$ cat config.mk
export PLATFORM = sky130hd
export DESIGN_NAME = aud_clkgen
export DESIGN_NICKNAME = d
export VERILOG_FILES = /design/src/rtl/aud_clkgen_pkg.sv /design/src/rtl/acg_bitdiv.sv /design/src/rtl/acg_framediv.sv /design/src/rtl/acg_sync.sv /design/src/rtl/aud_clkgen.sv
export SDC_FILE = /design/constraint.sdc
export NUM_CORES = 1
export LEC_CHECK = 0
export BUFFER_PORTS_ARGS = -buffer_cell sky130_fd_sc_hd__buf_2
export CAP_MARGIN = 5
export CORE_ASPECT_RATIO = 1.1
export CORE_MARGIN = 2
export CORE_UTILIZATION = 45
export DETAILED_ROUTE_END_ITERATION = 7
export GPL_TIMING_DRIVEN = 0
export PLACE_DENSITY_LB_ADDON = 0.2
export SLEW_MARGIN = 20
export SYNTH_ARGS = -nofsm -noshare
export SYNTH_HDL_FRONTEND = slang
export SYNTH_SLANG_ARGS = --single-unit
$ cat constraint.sdc
create_clock -name clk -period 5.4 [get_ports clk]
set_input_delay 1.08 -clock clk [delete_from_list [all_inputs] [get_ports clk]]
set_output_delay 1.08 -clock clk [all_outputs]
set_load 0.02 [all_outputs]
$ cat src/rtl/aud_clkgen_pkg.sv
package aud_clkgen_pkg;

  typedef enum logic [1:0] {
    SHARE_OFF     = 2'd0,
    SHARE_TX      = 2'd1,
    SHARE_RX      = 2'd2,
    SHARE_OFF_ALT = 2'd3
  } share_e;

endpackage

$ cat src/rtl/acg_bitdiv.sv
module acg_bitdiv #(
  parameter int W = 8
) (
  input  logic         clk,
  input  logic         rst_n,
  input  logic         init,
  input  logic         reload,
  input  logic [W-1:0] div_in,
  output logic         raw_next,
  output logic         launch
);

  logic [W-1:0] n_act;
  logic [W-1:0] cnt;
  logic [W-1:0] cnt_nx;
  logic [W-1:0] div_eff;
  logic [W:0]   low_len;

  assign div_eff = (div_in == '0) ? W'(1) : div_in;
  assign launch  = !init && (cnt == n_act);
  assign cnt_nx  = (init || launch) ? '0 : cnt + 1'b1;
  assign low_len = ({1'b0, n_act} + (W+1)'(2)) >> 1;
  assign raw_next = ({1'b0, cnt_nx} >= low_len);

  always_ff @(posedge clk or negedge rst_n) begin
    if (!rst_n) begin
      cnt   <= '0;
      n_act <= W'(1);
    end else begin
      cnt <= cnt_nx;
      if (init || (launch && reload))
        n_act <= div_eff;
    end
  end

  AST_BDIV_RELOAD_AT_WRAP: assert property (@(posedge clk) disable iff (!rst_n)
    !$stable(n_act) |-> (cnt == '0)) else $error("bit divider reloaded mid-period");

  AST_BDIV_IN_RANGE: assert property (@(posedge clk) disable iff (!rst_n)
    (n_act != '0) && (cnt <= n_act)) else $error("bit counter out of range");

endmodule

$ cat src/rtl/acg_framediv.sv
module acg_framediv #(
  parameter int W = 8
) (
  input  logic         clk,
  input  logic         rst_n,
  input  logic         init,
  input  logic         launch,
  input  logic [W-1:0] div_in,
  output logic         fs_q,
  output logic         wrap
);

  logic [W-1:0] f_act;
  logic [W-1:0] cnt;
  logic [W-1:0] cnt_nx;
  logic [W-1:0] div_eff;
  logic [W:0]   low_bits;

  assign div_eff  = (div_in == '0) ? W'(1) : div_in;
  assign wrap     = launch && (cnt == f_act);
  assign low_bits = ({1'b0, f_act} + (W+1)'(2)) >> 1;

  always_comb begin
    if (init || wrap)  cnt_nx = '0;
    else if (launch)   cnt_nx = cnt + 1'b1;
    else               cnt_nx = cnt;
  end

  always_ff @(posedge clk or negedge rst_n) begin
    if (!rst_n) begin
      cnt   <= '0;
      f_act <= W'(1);
      fs_q  <= 1'b0;
    end else begin
      cnt <= cnt_nx;
      if (init || wrap)
        f_act <= div_eff;
      if (init)
        fs_q <= 1'b0;
      else if (launch)
        fs_q <= ({1'b0, cnt_nx} >= low_bits);
    end
  end

  AST_FS_ONLY_ON_LAUNCH: assert property (@(posedge clk) disable iff (!rst_n)
    !$stable(fs_q) |-> $past(launch)) else $error("frame sync moved off a launch edge");

  AST_FDIV_RELOAD_AT_BOUNDARY: assert property (@(posedge clk) disable iff (!rst_n)
    !$stable(f_act) |-> (cnt == '0)) else $error("frame divider reloaded mid-frame");

endmodule

$ cat src/rtl/acg_sync.sv
module acg_sync #(
  parameter int WIDTH  = 3,
  parameter int STAGES = 2
) (
  input  logic             clk,
  input  logic             rst_n,
  input  logic [WIDTH-1:0] d,
  output logic [WIDTH-1:0] q
);

  logic [STAGES-1:0][WIDTH-1:0] chain;

  always_ff @(posedge clk or negedge rst_n) begin
    if (!rst_n) begin
      chain <= '0;
    end else begin
      chain[0] <= d;
      for (int s = 1; s < STAGES; s++)
        chain[s] <= chain[s-1];
    end
  end

  assign q = chain[STAGES-1];

endmodule

$ cat src/rtl/aud_clkgen.sv
module aud_clkgen
  import aud_clkgen_pkg::*;
#(
  parameter int DIV_W       = 8,
  parameter int SYNC_STAGES = 2
) (
  input  logic             clk,
  input  logic             rst_n,
  input  logic [DIV_W-1:0] bit_div,
  input  logic [DIV_W-1:0] tx_frame_div,
  input  logic [DIV_W-1:0] rx_frame_div,
  input  logic             slave_mode,
  input  logic             bclk_invert,
  input  logic [1:0]       frame_share,
  input  logic             ext_bclk,
  input  logic             ext_tx_fs,
  input  logic             ext_rx_fs,
  output logic             bclk,
  output logic             bclk_oe,
  output logic             bclk_rise,
  output logic             bclk_fall,
  output logic             tx_fs,
  output logic             rx_fs
);

  localparam int N_PATH = 2;
  localparam int SYNC_W = 1 + N_PATH;

  logic                start_q;
  logic                m_raw_nx;
  logic                m_launch;
  logic                bdiv_reload;
  logic [N_PATH-1:0]   wrap;
  logic [N_PATH-1:0]   fs_m;
  logic [DIV_W-1:0]    fdiv_sel [N_PATH];
  logic [SYNC_W-1:0]   sync_q;
  logic [N_PATH-1:0]   sfs_q;
  logic                src;
  logic                out_nx;
  logic                pin_q;
  logic                rise_q;
  logic                fall_q;
  logic                tx_src;
  logic                rx_src;
  share_e              share;

  assign share       = share_e'(frame_share);
  assign fdiv_sel[0] = tx_frame_div;
  assign fdiv_sel[1] = rx_frame_div;
  assign bdiv_reload = (share == SHARE_RX) ? wrap[1] : wrap[0];

  always_ff @(posedge clk or negedge rst_n) begin
    if (!rst_n) start_q <= 1'b1;
    else        start_q <= 1'b0;
  end

  acg_bitdiv #(.W(DIV_W)) u_bitdiv (
    .clk      (clk),
    .rst_n    (rst_n),
    .init     (start_q),
    .reload   (bdiv_reload),
    .div_in   (bit_div),
    .raw_next (m_raw_nx),
    .launch   (m_launch)
  );

  for (genvar g = 0; g < N_PATH; g++) begin : g_frame
    acg_framediv #(.W(DIV_W)) u_framediv (
      .clk    (clk),
      .rst_n  (rst_n),
      .init   (start_q),
      .launch (m_launch),
      .div_in (fdiv_sel[g]),
      .fs_q   (fs_m[g]),
      .wrap   (wrap[g])
    );
  end

  acg_sync #(.WIDTH(SYNC_W), .STAGES(SYNC_STAGES)) u_sync (
    .clk   (clk),
    .rst_n (rst_n),
    .d     ({ext_rx_fs, ext_tx_fs, ext_bclk}),
    .q     (sync_q)
  );

  assign src    = slave_mode ? sync_q[0] : m_raw_nx;
  assign out_nx = src ^ bclk_invert;

  always_ff @(posedge clk or negedge rst_n) begin
    if (!rst_n) begin
      pin_q  <= 1'b0;
      rise_q <= 1'b0;
      fall_q <= 1'b0;
      sfs_q  <= '0;
    end else begin
      pin_q  <= out_nx;
      rise_q <= out_nx & ~pin_q;
      fall_q <= ~out_nx & pin_q;
      sfs_q  <= sync_q[SYNC_W-1:1];
    end
  end

  assign tx_src = slave_mode ? sfs_q[0] : fs_m[0];
  assign rx_src = slave_mode ? sfs_q[1] : fs_m[1];

  always_comb begin
    case (share)
      SHARE_TX: begin tx_fs = tx_src; rx_fs = tx_src; end
      SHARE_RX: begin tx_fs = rx_src; rx_fs = rx_src; end
      default:  begin tx_fs = tx_src; rx_fs = rx_src; end
    endcase
  end

  assign bclk      = pin_q;
  assign bclk_rise = rise_q;
  assign bclk_fall = fall_q;
  assign bclk_oe   = ~slave_mode;

  AST_RISE_ALIGN: assert property (@(posedge clk) disable iff (!rst_n)
    bclk_rise |-> (bclk && !$past(bclk))) else $error("rise strobe misaligned");

  AST_FALL_ALIGN: assert property (@(posedge clk) disable iff (!rst_n)
    bclk_fall |-> (!bclk && $past(bclk))) else $error("fall strobe misaligned");

  AST_STROBE_EXCL: assert property (@(posedge clk) disable iff (!rst_n)
    !(bclk_rise && bclk_fall)) else $error("both strobes high");

  AST_EDGE_HAS_STROBE: assert property (@(posedge clk) disable iff (!rst_n)
    (bclk != $past(bclk)) |-> (bclk_rise || bclk_fall)) else $error("edge without strobe");

endmodule

==> Word-level counts from Yosys, hierarchy flattened <==
Index checks and enable logic that the tools add are counted.
{ "totals": {"register_bits": 62, "wordCells": 66} }
{ "classes": {"addsub": 6, "magnitude_cmp": 3, "n_eq_ne": 5, "n_mux": 18, "bitwise": 6, "reduce_logical": 13} }
{ "op_table": {"columns": ["operator", "count"], "rows": [
  ["$mux 8", 8],
  ["$add 8x2->9 const B", 3],
  ["$add 8x1->8 const B", 3],
  ["$eq 8x8->1", 3],
  ["$ge 8x8->1", 3],
  ["$logic_not 8->1", 3],
  ["$mux 1", 10],
  ["$logic_and 1x1->1", 4],
  ["$logic_or 1x1->1", 4],
  ["$not 1->1", 3],
  ["$and 1x1->1", 2],
  ["$eq 2x1->1 const B", 1],
  ["$eq 2x2->1 const B", 1],
  ["$reduce_bool 2->1", 1],
  ["$logic_not 1->1", 1],
  ["$xor 1x1->1", 1]
]} }

==> Depth between registers and ports, before layout <==
Gate-level depths: netlist (run 1).
{ "logic_depth": {"depth_word": 9, "mapped_depth": 15} }

==> By module <==
Synthesis (run 1) repeated with hierarchy kept, for this count alone.
{ "hier_totals": {"hier_cells": 344, "hier_area_um2": 3752.3} }
{ "by_module_without_submodules": {"columns": ["mod", "instances", "cells_each", "area_each_um2", "seq_area_each_um2"], "rows": [
  ["acg_framediv", 2, 107, 1119.8, 426.7],
  ["acg_bitdiv", 1, 100, 1037.2, 401.6],
  ["aud_clkgen", 1, 21, 302.8, 151.4],
  ["acg_sync", 1, 9, 172.7, 150.1]
]} }

==> Worst setup path after synthesis (run 1) <==
OpenSTA, ideal clock, no wires.
{ "synth_path": {"path_kind": "flip-flop to flip-flop", "startpoint": "register u_bitdiv.n_act[0]", "endpoint": "register rise_q, in the netlist bclk_rise", "arrival_ns": 2.653, "slack_ns": 2.619, "path_stages_with_launch": 14, "path_cell_list": "dfstp_2 > xor2_1 > nor4_1 > and2_1 > buf_6 > clkbuf_2 > or3_1 > ha_1 > nand2b_1 > a21o_1 > a211oi_1 > o22ai_1 > xor2_1 > nor2b_1"} }
{ "synth_via": {"elab_chain_cells": 8, "word_cells_on_any_way": 9, "cone_classes": "add/sub (1); order compare (1); eq/ne (1); mux (2); bitwise (2); reduce/logical (2)"} }
{ "synth_lines": {"columns": ["element", "line_no", "rtl"], "rows": [
  ["start, declared", "acg_bitdiv.sv:13", "logic [W-1:0] n_act;"],
  ["start signal, assigned", "acg_bitdiv.sv:32", "n_act <= div_eff;"],
  ["parallel branches: the longest is 4 deep, another holds $add 8x2->9", null, null],
  ["$ge 8x8->1 (*)", "acg_bitdiv.sv:23", "assign raw_next = ({1'b0, cnt_nx} >= low_len);"],
  ["$mux 1 (*)", "aud_clkgen.sv:86", "assign src = slave_mode ? sync_q[0] : m_raw_nx;"],
  ["$xor 1x1->1 (*)", "aud_clkgen.sv:87", "assign out_nx = src ^ bclk_invert;"],
  ["net out_nx", "aud_clkgen.sv:39", "logic out_nx;"],
  ["$and 1x1->1 (*)", "aud_clkgen.sv:97", "rise_q <= out_nx & ~pin_q;"],
  ["end signal, assigned", "aud_clkgen.sv:97", null],
  ["end, declared", "aud_clkgen.sv:41", "logic rise_q;"]
]} }
Mark *: on every way through the listed nets, which the timed path passes.
A chain may end at the register's enable or synchronous reset.

==> Final worst setup path (run 1) <==
{ "layout_path": {"startpoint": "register u_bitdiv.n_act[5]", "endpoint": "register g_frame[0].u_framediv.fs_q"} }
{ "layout_via": {"elab_chain_cells": 8, "word_cells_on_any_way": 10, "cone_classes": "order compare (1); eq/ne (1); mux (4); reduce/logical (4)"} }
{ "layout_lines": {"columns": ["element", "line_no", "rtl"], "rows": [
  ["$eq 8x8->1 (*)", "acg_bitdiv.sv:20", "assign launch = !init && (cnt == n_act);"],
  ["$logic_and 1x1->1 (*)", "acg_bitdiv.sv:20", null],
  ["$logic_and 1x1->1", "acg_framediv.sv:20", "assign wrap = launch && (cnt == f_act);"],
  ["$logic_or 1x1->1", "acg_framediv.sv:24", "if (init || wrap) cnt_nx = '0;"],
  ["$mux 8 (*)", "acg_framediv.sv:24", null],
  ["net g_frame[0].u_framediv.cnt_nx[5]", "acg_framediv.sv:15", "logic [W-1:0] cnt_nx;"],
  ["$ge 8x8->1 (*)", "acg_framediv.sv:41", "fs_q <= ({1'b0, cnt_nx} >= low_bits);"],
  ["$mux 1 (*)", "acg_framediv.sv:40", "else if (launch)"],
  ["$mux 1 (*)", "acg_framediv.sv:38", "if (init)"],
  ["end signal, assigned", "acg_framediv.sv:41", null],
  ["end, declared", "acg_framediv.sv:9", "output logic fs_q,"]
]} }
Mark *: on every way through the listed nets, which the timed path passes. The rest lies on a longest branch. The select of a mux whose other input is x is not followed.

==> results of run 1 <==
==> state kept, by name (all words and copies together), names as in the netlist <==
name and cells:
g_frame.u_framediv.cnt 16, u_bitdiv.n_act 8, g_frame.u_framediv.fs_q 2, u_sync.chain 3, sfs_q 2, bclk_fall 1, bclk 1, bclk_rise 1
start_q 1, u_bitdiv.cnt 8, g_frame.u_framediv.f_act 16, u_sync.q 3
==> report_power, final <==
group	total [mW]	switching (mW)	internal (mW)
registers	0.525	0.0326	0.493
clock network	0.466	0.190	0.275
logic	0.160	0.0787	0.0810
==> final timing paths <==
path,startpoint,to,slack [ns],cells after the start
max,u_bitdiv.n_act[5]$_DFFE_PN0P_,g_frame[0].u_framediv.fs_q$_DFFE_PN0P_,2.05,14
min,u_sync.chain[1]$_DFF_PN0_,u_sync.q[1]$_DFF_PN0_,0.35,0
max reg2reg,u_bitdiv.n_act[5]$_DFFE_PN0P_,g_frame[0].u_framediv.fs_q$_DFFE_PN0P_,2.05,14
min reg2reg,u_sync.chain[1]$_DFF_PN0_,u_sync.q[1]$_DFF_PN0_,0.35,0
max in group asynchronous,rst_n,g_frame[1].u_framediv.f_act[0]$_DFFE_PN1P_,4.19,2
min in group asynchronous,rst_n,bclk_fall$_DFF_PN0_,0.63,1
==> per-layer routing <==
metal | share of wire | wire length [um]
met1 | 0.46 | 3390
met4 | 0.018 | 133
met5 | 0 | 0
met2 | 0.48 | 3520
met3 | 0.037 | 267
==> logic make-up after synthesis <==
| group | count (synthesis) | share of synthesized area |
|---|---|---|
| AOI/OAI and AO/OA | 58 | 0.0953 |
| xor gates and xnor gates | 46 | 0.108 |
| adders and majority gates | 30 | 0.101 |
| buffers and inverters | 19 | 0.0218 |
| DFF | 62 | 0.418 |
| muxes | 25 | 0.0812 |
| other | 1 | 0.00101 |
| and+or+nand+nor | 119 | 0.174 |
==> synth_stat cells (all sizes together) (8+ instances only) <==
library cell,number
a21oi,23
and3,13
dfrtp,58
ha,30
inv,13
mux2,22
nand2,17
nand3,16
nand3b,8
nor2,19
nor2b,12
o21ai,20
xnor2,24
xor2,22
==> metrics by stage <==
step / cells / utilization / area, sq um / setup WS [ns]
final: 523 / 0.541 / 4310 / 2.05
after detailed placement: 507 / 0.512 / 4080 / 1.99
after floorplan: 360 / - / 3730 / 2.62
after CTS: 523 / 0.541 / 4310 / 1.99
after global placement: 506 / 0.509 / 4050 / 2.02
after global routing: 523 / 0.541 / 4310 / 1.68
==> cell type report <==
| type | count | area [sq um] |
|---|---|---|
| tap | 108 | 135 |
| sequential | 62 | 1560 |
| clock buffer | 10 | 138 |
| multi-input combinational | 279 | 2090 |
| clock inverter | 6 | 93.8 |
| buffer | 6 | 32.5 |
| inverter | 13 | 48.8 |
| fill | 739 | 3650 |
| timing repair buffer | 39 | 213 |
==> critical path, cell delays in order (launching register included) <==
cell      delay (ns)
dfrtp_1         0.45
xor2_1          0.18
nor4_1          0.39
nand2_1         0.22
buf_2           0.24
nor2_1          0.30
nand3b_1        0.13
a21oi_1         0.24
ha_1            0.28
a21o_1          0.18
a21o_1          0.17
a21oi_1         0.15
o211ai_1        0.14
o21ai_0         0.10
nor2_1          0.05
==> results.tsv, run 1 <==
metric	value	unit
status	completed	
ir_drop	0.142	mV
numCtsBuffers	9	
max_freq	299	MHz
tns	0	ns
final_layout_size_suffix_gt1_frac	0.229	
fin_crit	3.35	ns
whs	0.349	ns
first_pass_iters	4	
synth_edf_count	0	
synth_seq_cells	62	
grt_pass1_vias	2754	
rsz0062_at_grt	no	
layout_commonest_cell	dfrtp_1	
core	0.00796	sq mm
track_usage	0.178	
avgSynthCellArea	10.4	sq um
holdCritPathClass	reg2reg	
place.gp.congestion	0.818	
leakagePower	1.95	nW
slew_viol_final	0	
numClockSinks	62	
grt_max_degree	41	
die_w	90.8	um
crit_fanout	10	
postSynthCellCount	360	
vias	2707	
syn_to_final_growth	15.5	%
syn_nets	423	
synthTopCellsByArea	dfrtp_1 (39%), ha_1 (10%), mux2_2 (6.6%), xnor2_1 (5.6%), xor2_1 (5.2%)	
cp.required	5.61	ns
diodes	0	
yosysUniqueCellTypes	40	
cts_tree	yes	
ctsRootBufferMaster	clkbuf_8	
setup.worst_path.end_class	flip-flop	
antenna_found_initial	0	
synth_flop_cell	dfrtp_1	
fin_crit_sh	0.620	
top_usage_layer	met2	
io_pins	39	
slew_headroom	0.645	
p_total	1.15	mW
clock_skew	0.0128	ns
die_h	99.5	um
async_flop_share	1.00	
cts_resized	0	
tightest_slew	0.533	ns
grtUsageMet1	0.230	
met2_usage	0.296	
dieArea	0.00903	sq mm
cts_hold_buf	0	
drc	0	
clk_pin_slew	0.08	ns
start_util	0.469	
arrival	3.55	ns
hold_viol	0	
cts_buffer_depth	2	
cts_max_level	3	
synth_top_cell_area_share	0.389	
clkLatencyLatePin	0.34	ns
finalWirelength	7300	um
use_met3	0.0303	
rows	34	
critical_path_class	reg2reg	
dpl.hpwl	5630	um
grt-ovfl-total	0	
synth_largest_area_cell	dfrtp_1	
seq_area_frac_synth	0.418	
nets	473	
finalSetupViolations	0	
startpoint_type	flip-flop	
routed_via_density	5.18	
final_cell_mix	dfrtp_1 (58), buf_2 (38), ha_1 (30)	
grt_pass1_wl	12800	um
max-cap-violations	0	
wl_per_cell	14.0	um
pwr_density_cell	267	mW/mm^2
synth-warning-count	0	
post_cts_buffers	0	
port_buffers	38	
synthesis.area	0.00373	sq mm
ant_nets	0	
drt_iter0_markers	113	
(Power assumes the default switching activity.)
==> inputs of run 2 (changes only) <==
ABC_AREA = 1   (was unset)
clock period = 3.25 ns   (was 5.4 ns; I/O delays follow)
==> run 2 against run 1 <==
  * Final area up 8.7%
  * Non-clock buffer count up 5
  * Sequential share of layout area down 2.9 points
  * Flip-flop and latch count unchanged
  * Synthesized area up 10%
  * Hold slack worse by 0.17 ns
  * Maximum frequency up 26%
  * Total power up 86%
  * Wire length up 19%
  * Register-to-register slack worse by 1.5 ns
  * Synthesized cell count up 46%
  * Clock power up 67%
  * Critical endpoint unchanged
  * Highest routed layer unchanged
==> results.tsv, run 2 <==
metric	value	unit	change
drt_iter0_markers	85		-25%
utilization	0.528		-0.0136
place.gp.congestion	0.792		-3.2%
core	0.00887	sq mm	+12%
leakagePower	2.47	nW	+27%
setup.worst_path.end_class	flip-flop		
finalWirelength	8700	um	+19%
clock_skew	0.0131	ns	+0.000257 ns
top_usage_layer	met2		
grt-ovfl-total	0		unchanged
numClockSinks	62		unchanged
synth_top_cell_area_share	0.354		-0.0358
fin_crit_sh	0.821		+0.201
die_h	104	um	+4.7%
post_cts_buffers	0		unchanged
syn_to_final_growth	14.1	%	
rsz0062_at_grt	no		
wl_per_cell	12.5	um	-10%
slew_viol_final	0		unchanged
diodes	0		unchanged
antenna_found_initial	0		unchanged
dpl.hpwl	6600	um	+17%
synthTopCellsByArea	dfrtp_1 (35%), nand2_1 (15%), ha_1 (9.1%), inv_1 (5.3%), xnor2_1 (4.5%)		
cts_hold_buf	0		unchanged
drc	0		unchanged
max_freq	375	MHz	+26%
synth_flop_cell	dfrtp_1		
synth-warning-count	0		unchanged
pwr_density_cell	458	mW/mm^2	+71%
port_buffers	38		unchanged
placed_area	0.00446	sq mm	+9.5%
clk_pin_slew	0.08	ns	about the same
ir_drop	0.212	mV	+49%
status	completed		
top_regs	g_frame.u_framediv.cnt x16, g_frame.u_framediv.f_act x16		
fin_crit	2.67	ns	-0.682 ns
startpoint_type	flip-flop		
pre_cts_slack	0.569	ns	-1.42 ns
p_total	2.15	mW	+86%
die_w	95.1	um	+4.7%
yosysUniqueCellTypes	38		-5.0%
io_pins	39		unchanged
grtUsageMet1	0.250		+0.0199
design_area	0.00468	sq mm	+8.7%
arrival	2.91	ns	-0.64 ns
dp.cells	678		+34%
postSynthCellCount	525		+46%
clkLatencyLatePin	0.36	ns	+0.02 ns
synth_seq_cells	62		unchanged
syn_nets	588		+39%
ant_nets	0		unchanged
cts_tree	yes		
avgSynthCellArea	7.82	sq um	-24%
track_usage	0.200		+0.0221
grt_pass1_vias	3465		+26%
synth_edf_count	0		unchanged
crit_fanout	10		unchanged
ctsRootBufferMaster	clkbuf_8		
use_met3	0.0326		+0.00231
finalSetupViolations	0		unchanged
dieArea	0.00990	sq mm	+9.7%
yosysMostFrequentCell	nand2_1		
synth_largest_area_cell	dfrtp_1		
hold_viol	0		unchanged
grt_max_degree	41		unchanged
cts_max_level	3		unchanged
critical_path_class	reg2reg		
layout_commonest_cell	nand2_1		
numCtsBuffers	9		unchanged
met2_usage	0.344		+0.0479
cts_buffer_depth	2		unchanged
tns	0	ns	unchanged
seq_area_frac_synth	0.379		-0.0384
rows	36		+5.9%
whs	0.183	ns	-0.165 ns
max-cap-violations	0		unchanged
async_flop_share	1.00		unchanged
nets	638		+35%
vias	3371		+25%
first_pass_iters	4		unchanged
cts_resized	0		unchanged
final_cell_mix	nand2_1 (167), inv_1 (58), dfrtp_1 (58)		
final_layout_size_suffix_gt1_frac	0.171		-0.0582
cp.required	3.50	ns	-2.11 ns
holdCritPathClass	in2async		
synthesis.area	0.00411	sq mm	+10%
fin_cells	694		+33%
worst_slack	0.583	ns	-1.47 ns
ys_top_cells_by_count	nand2_1 (167), dfrtp_1 (58), inv_1 (58)		
fillCellCount	837		+13%
start_util	0.463		-0.00591
grt_pass1_wl	15800	um	+23%
routed_via_density	4.86		-6.2%
==> run 2: cell types whose count changed after synthesis, sizes merged, moves of 6 or more <==
cell and change:
nand2 +159, inv +52, mux2 -22, nand3 +17, nor2 +17, and3 -13
nor2b -12, a21oi -8, buf +7, nand2b -7, a21o -6, nand3b -6
==> run 2: final timing paths <==
check                                                      startpoint                                          to  slack, ns  depth (start not counted)
setup / recovery           g_frame[0].u_framediv.f_act[0]$_DFFE_PN1P_      g_frame[0].u_framediv.fs_q$_DFFE_PN0P_       0.58                         16
hold / removal                                                  rst_n                   u_bitdiv.cnt[4]$_DFF_PN0_       0.18                          1
setup reg to reg           g_frame[0].u_framediv.f_act[0]$_DFFE_PN1P_      g_frame[0].u_framediv.fs_q$_DFFE_PN0P_       0.58                         16
hold reg to reg                             u_sync.chain[1]$_DFF_PN0_                       u_sync.q[1]$_DFF_PN0_       0.35                          0
max in group asynchronous                                       rst_n  g_frame[1].u_framediv.f_act[0]$_DFFE_PN1P_       2.48                          2
min in group clk                            u_sync.chain[1]$_DFF_PN0_                       u_sync.q[1]$_DFF_PN0_       0.35                          0
==> run 2: routing by layer <==
layer / wire (um) / vias to the layer above
met4: 149 / 0
met2: 4430 / 27
met3: 178 / 12
met1: 3940 / 1569
met5: 0 / -
li1: - / 1763
==> run 2: final cells by class <==
| type | count | area (sq um) | area share |
|---|---|---|---|
| clock inverter | 7 | 98.8 | 0.0211 |
| multi-input combinational | 387 | 2190 | 0.468 |
| tap | 114 | 143 | 0.0305 |
| buffer | 11 | 108 | 0.0230 |
| sequential | 62 | 1560 | 0.332 |
| timing repair buffer | 39 | 213 | 0.0454 |
| inverter | 65 | 249 | 0.0532 |
| clock buffer | 9 | 124 | 0.0264 |
==> run 2: worst max-delay path: stages, from the launching register on <==
cell	delay (ns)
dfstp_2	0.55
xnor2_1	0.11
nand2_1	0.07
nor2_1	0.22
nand2_1	0.12
nand2_1	0.19
nand2_8	0.08
buf_6	0.15
nand2_1	0.07
inv_1	0.05
ha_1	0.32
a21oi_1	0.15
o21ai_0	0.10
nand2_1	0.07
o2111ai_1	0.15
nand2_1	0.10
o21ai_0	0.07
==> run 2: logic make-up after synthesis <==
family	count (synthesis)	share of synthesized area
AND/OR/NAND/NOR	269	0.287
buffers and inverters	76	0.0869
flip-flops	62	0.379
AO/OA/AOI/OAI	44	0.0610
XOR/XNOR	43	0.0936
adder cells (fa/ha/maj)	30	0.0914
other	1	0.000913
==> run 2: power by group <==
part	internal [mW]	leakage (nW)	switching, mW
Clock	0.434	0.109	0.343
Combinational	0.190	1.57	0.264
Sequential	0.838	0.792	0.0768
